File: src/rtl/baud_frac_gen.sv
module baud_frac_gen #(
  parameter int IW = 16,
  parameter int FW = 6
) (
  input  logic          clk,
  input  logic          rst_n,
  input  logic          enable,
  input  logic          src_sel,
  input  logic [IW-1:0] div_int_i,
  input  logic [FW-1:0] div_frac_i,
  output logic          tick_o,
  output logic          clk_src_o
);
  localparam int CW = IW + 1;

  logic [IW-1:0] div_int;
  logic [FW-1:0] div_frac;
  logic [FW-1:0] acc;
  logic          stretch;
  logic [CW-1:0] cnt;
  logic [CW-1:0] plen;
  logic [FW:0]   sum;

  assign plen   = {1'b0, div_int} + CW'(stretch);
  assign sum    = {1'b0, acc} + {1'b0, div_frac};
  assign tick_o = enable && (div_int != '0) && (cnt == plen - CW'(1));

  always_ff @(posedge clk or negedge rst_n) begin
    if (!rst_n) begin
      div_int   <= '0;
      div_frac  <= '0;
      acc       <= '0;
      stretch   <= 1'b0;
      cnt       <= '0;
      clk_src_o <= 1'b0;
    end else if (!enable) begin
      cnt       <= '0;
      acc       <= '0;
      stretch   <= 1'b0;
      div_int   <= div_int_i;
      div_frac  <= div_frac_i;
      clk_src_o <= src_sel;
    end else if (div_int == '0) begin
      cnt <= '0;
    end else if (tick_o) begin
      cnt      <= '0;
      acc      <= sum[FW-1:0];
      stretch  <= sum[FW];
      div_int  <= div_int_i;
      div_frac <= div_frac_i;
    end else begin
      cnt <= cnt + CW'(1);
    end
  end
endmodule

File: config.mk
export PLATFORM = sky130hd
export DESIGN_NAME = baud_frac_gen
export DESIGN_NICKNAME = d
export VERILOG_FILES = /design/src/rtl/baud_frac_gen.sv
export SDC_FILE = /design/constraint.sdc
export NUM_CORES = 1
export LEC_CHECK = 0
export BUFFER_PORTS_ARGS = -buffer_cell sky130_fd_sc_hd__buf_2
export CORE_ASPECT_RATIO = 1.75
export CORE_MARGIN = 2
export CORE_UTILIZATION = 40
export DETAILED_ROUTE_END_ITERATION = 12
export GPL_TIMING_DRIVEN = 0
export PLACE_DENSITY = 0.61
export SKIP_LAST_GASP = 1
export SYNTH_ARGS = -nofsm -noshare
export SYNTH_HDL_FRONTEND = slang
export SYNTH_SLANG_ARGS = --single-unit
File: constraint.sdc
create_clock -name clk -period 3.29 [get_ports clk]
set_input_delay 0.4935 -clock clk [delete_from_list [all_inputs] [get_ports clk]]
set_output_delay 0.4935 -clock clk [all_outputs]
set_load 0.02 [all_outputs]
==> results_dict.tcl <==
set metrics [dict create \
    finClkSkew_ns 0.00641 \
    wire_per_inst_um 16.0 \
    finalSetupTns_ns 0 \
    hpwl_mm 5.02 \
    outcome "complete, no violations" \
    reg2regPathDepth 12 \
    ys_warn_count 0 \
    p_sw_uw 374 \
    place_ws_ns -0.158 \
    fin_util 0.480 \
    cp_max_fo 4 \
    fin_nets 363 \
    synth_edf_count 0 \
    p_leak_nw 1.63 \
    path_common_cell "ha_4" \
    timing.rr.end "div_int[10]" \
    die-area_sq_um 8320 \
    finalHoldViolCount 0 \
    viasPerCell 5.42 \
    pwr-share-seq 0.438 \
    root_buffer "clkbuf_16" \
    cp_slowest_stage_delay_ns 0.43 \
    slew_violations 0 \
    synthArstFlopShare 1.00 \
    arrival_ns 2.76 \
    die_w_um 69.8 \
    htree_num_levels 2 \
    rsz0062_at_grt "true" \
    cpMaxStageDelayCell "or3b_4" \
    post-route-min-period_ns 3.26 \
    gp_congestion 0.868 \
    path_delay_family "simple AND/OR/NAND/NOR gates" \
    power_density_nw_per_um2 416 \
    track_usage 0.169 \
    antenna_found_initial 0 \
    dp.cells 401 \
    maxCapViolations 0 \
    area_growth_pct 18.2 \
    comb_power_share 0.168 \
    worstMarginPinSlew_ns 1.03 \
    overflow 0 \
    grt_pass1_vias 2453 \
    layout-drive-gt1-share 0.284 \
    netSwitchingFraction 0.251 \
    finalPower_mw 1.49 \
    p_clk_frac 0.394 \
    die_y_um 119 \
    multi_input_area_sq_um 1800 \
    wl_mm 6.65 \
    clock_latency_ns 0.29 \
    endpoint_kind "output pin" \
    timing.fmax_mhz 307 \
    stdcell_count 416 \
    clock_sinks 47 \
    pin_count 28 \
    insertedDiodeCount 0 \
    cp.required_ns 2.80 \
    synth_nets 323 \
    synth_sequential_area_ratio 0.388 \
    slew_headroom 0.313 \
    start_util 0.406 \
    ir_drop_mv 0.337 \
    cts_buffers 5 \
    grt_max_degree 48 \
    cts_tree "done" \
    r2r-start "div_int[0]" \
    drt_iter0_markers 81 \
    criticalPathCategory "reg2out" \
    finalCritPeriodShare 0.990 \
    path_buf_inv 2 \
    cts_buffer_depth 2 \
    clk_pin_slew_ns 0.06 \
    ys_types 58 \
    synthFlopType "dfrtp_1" \
    final_common_cell "dfrtp_1" \
    netlist_area_sq_um 3030 \
    start_kind "flop" \
    path_cells "inv_2 > ha_4 > ha_4 > or3b_4 > nor2_4 > xnor2_2 > a2111oi_2 > nand3_1 > nor4_2 > buf_4" \
    firstDrtPassIters 4 \
    setup_viol 0 \
    intPower_mw 1.12 \
    io_buffers 26 \
    layout_common_cells "dfrtp_1, buf_2, nor2_1" \
    synth_cells 287 \
    synth_seq_cells 47 \
    core_sq_um 7460 \
    avgSynthCellArea_sq_um 10.6 \
    vias 2255 \
    finish.instance_area_sq_um 3580 \
    drc 0 \
    n_fill_cell 691 \
    r2r_slack_ns 0.07 \
    min_path_type "in2async" \
    fin_ws_ns 0.0327 \
    regArea_sq_um 1180 \
    place_area_sq_um 3270 \
    whs_ns 0.386 \
    grt_pass1_wl_mm 11.3 \
    num_rows 42 \
    cts_hold_buf 0 \
    drtAntennaViolNets 0 \
]
-- state kept, by name, summed over array words and instances (netlist names) --
signal	cells
acc	6
clk_src_o	1
cnt	17
div_frac	6
div_int	16
stretch	1
-- layer usage --
metal / track usage / wire (um) / vias up
li1: - / - / 1104
met1: 0.182 / 2520 / 1087
met2: 0.313 / 3700 / 42
met3: 0.0203 / 129 / 22
met4: 0.0925 / 298 / 0
met5: 0 / 0 / -
-- cell usage after synthesis, drive strengths merged, types with 2 or more instances --
cell type / number / share of area
o21a: 2 / 0.0049
a2111oi: 2 / 0.0078
nand4: 8 / 0.017
nor4: 6 / 0.021
mux2i: 8 / 0.026
a21o: 3 / 0.0074
ha: 9 / 0.037
nor2b: 4 / 0.0082
xnor2: 21 / 0.061
mux2: 23 / 0.11
a21oi: 8 / 0.013
buf: 7 / 0.024
clkbuf: 6 / 0.0074
nor4b: 2 / 0.0078
dfrtp: 47 / 0.39
o31ai: 2 / 0.0095
nand3: 13 / 0.021
inv: 11 / 0.014
nor3b: 2 / 0.0066
nand2: 21 / 0.026
nor3: 6 / 0.012
and3: 7 / 0.014
xor2: 15 / 0.043
nor2: 25 / 0.033
o21ai: 7 / 0.012
-- worst register-to-register path: cells and delay by family (launching register included) --
| kind | cells | cell delay (ns) |
|---|---|---|
| xor+xnor | 1 | 0.09 |
| buf+inv | 3 | 0.50 |
| compound gates | 2 | 0.75 |
| fa+ha+maj | 2 | 0.28 |
| mux | 1 | 0.31 |
| flops | 1 | 0.39 |
| simple gates | 3 | 0.78 |
-- layout make-up --
type                       instances  share of cell area
tap                               88              0.0307
buffer                            12              0.0255
inverter                          11              0.0115
timing repair buffer              34              0.0538
clock buffer                       6              0.0387
clock inverter                     2             0.00977
multi-input combinational        216               0.502
sequential                        47               0.328
-- how the worst max path moves through the flow --
stage | startpoint | endpoint | slack (ns) | cells after the start
after floorplan | div_int[0] | tick_o | 0.006 | 9
after global placement | div_int[0] | cnt[12] | -0.14 | 12
after detailed placement | div_int[0] | tick_o | -0.16 | 10
after CTS | div_int[0] | tick_o | -0.08 | 10
after global routing | div_int[0] | tick_o | -0.06 | 10
final | div_int[0] | tick_o | 0.03 | 10
-- cells by family (layout without fill, tap and decap cells) --
group,Yosys count,after routing,share of synthesized area
XOR/XNOR,36,36,0.104
AO/OA/AOI/OAI,37,37,0.0920
adder cells (fa/ha/maj),10,10,0.0437
buffers and inverters,24,65,0.0450
multiplexers,31,31,0.137
flip-flops,47,47,0.388
AND/OR/NAND/NOR,102,102,0.191
-- what timing repair did --
action	4_1_cts	5_1_grt
pin swaps	3	7
setup endpoints to repair	31	31
resized for setup	9	7
buffers inserted	2	6
-- power by group through the flow --
| stage | Clock, mW | Combinational [mW] | Sequential, mW |
|---|---|---|---|
| 6_report | 0.588 | 0.250 | 0.653 |
| 5_1_grt | 0.623 | 0.274 | 0.657 |
| 4_1_cts | 0.602 | 0.244 | 0.651 |
| 3_5_place_dp | 0 | 0.232 | 0.661 |
| 3_3_place_gp | 0 | 0.227 | 0.660 |
| 2_1_floorplan | 0 | 0.172 | 0.649 |
(Power assumes the default switching activity.)
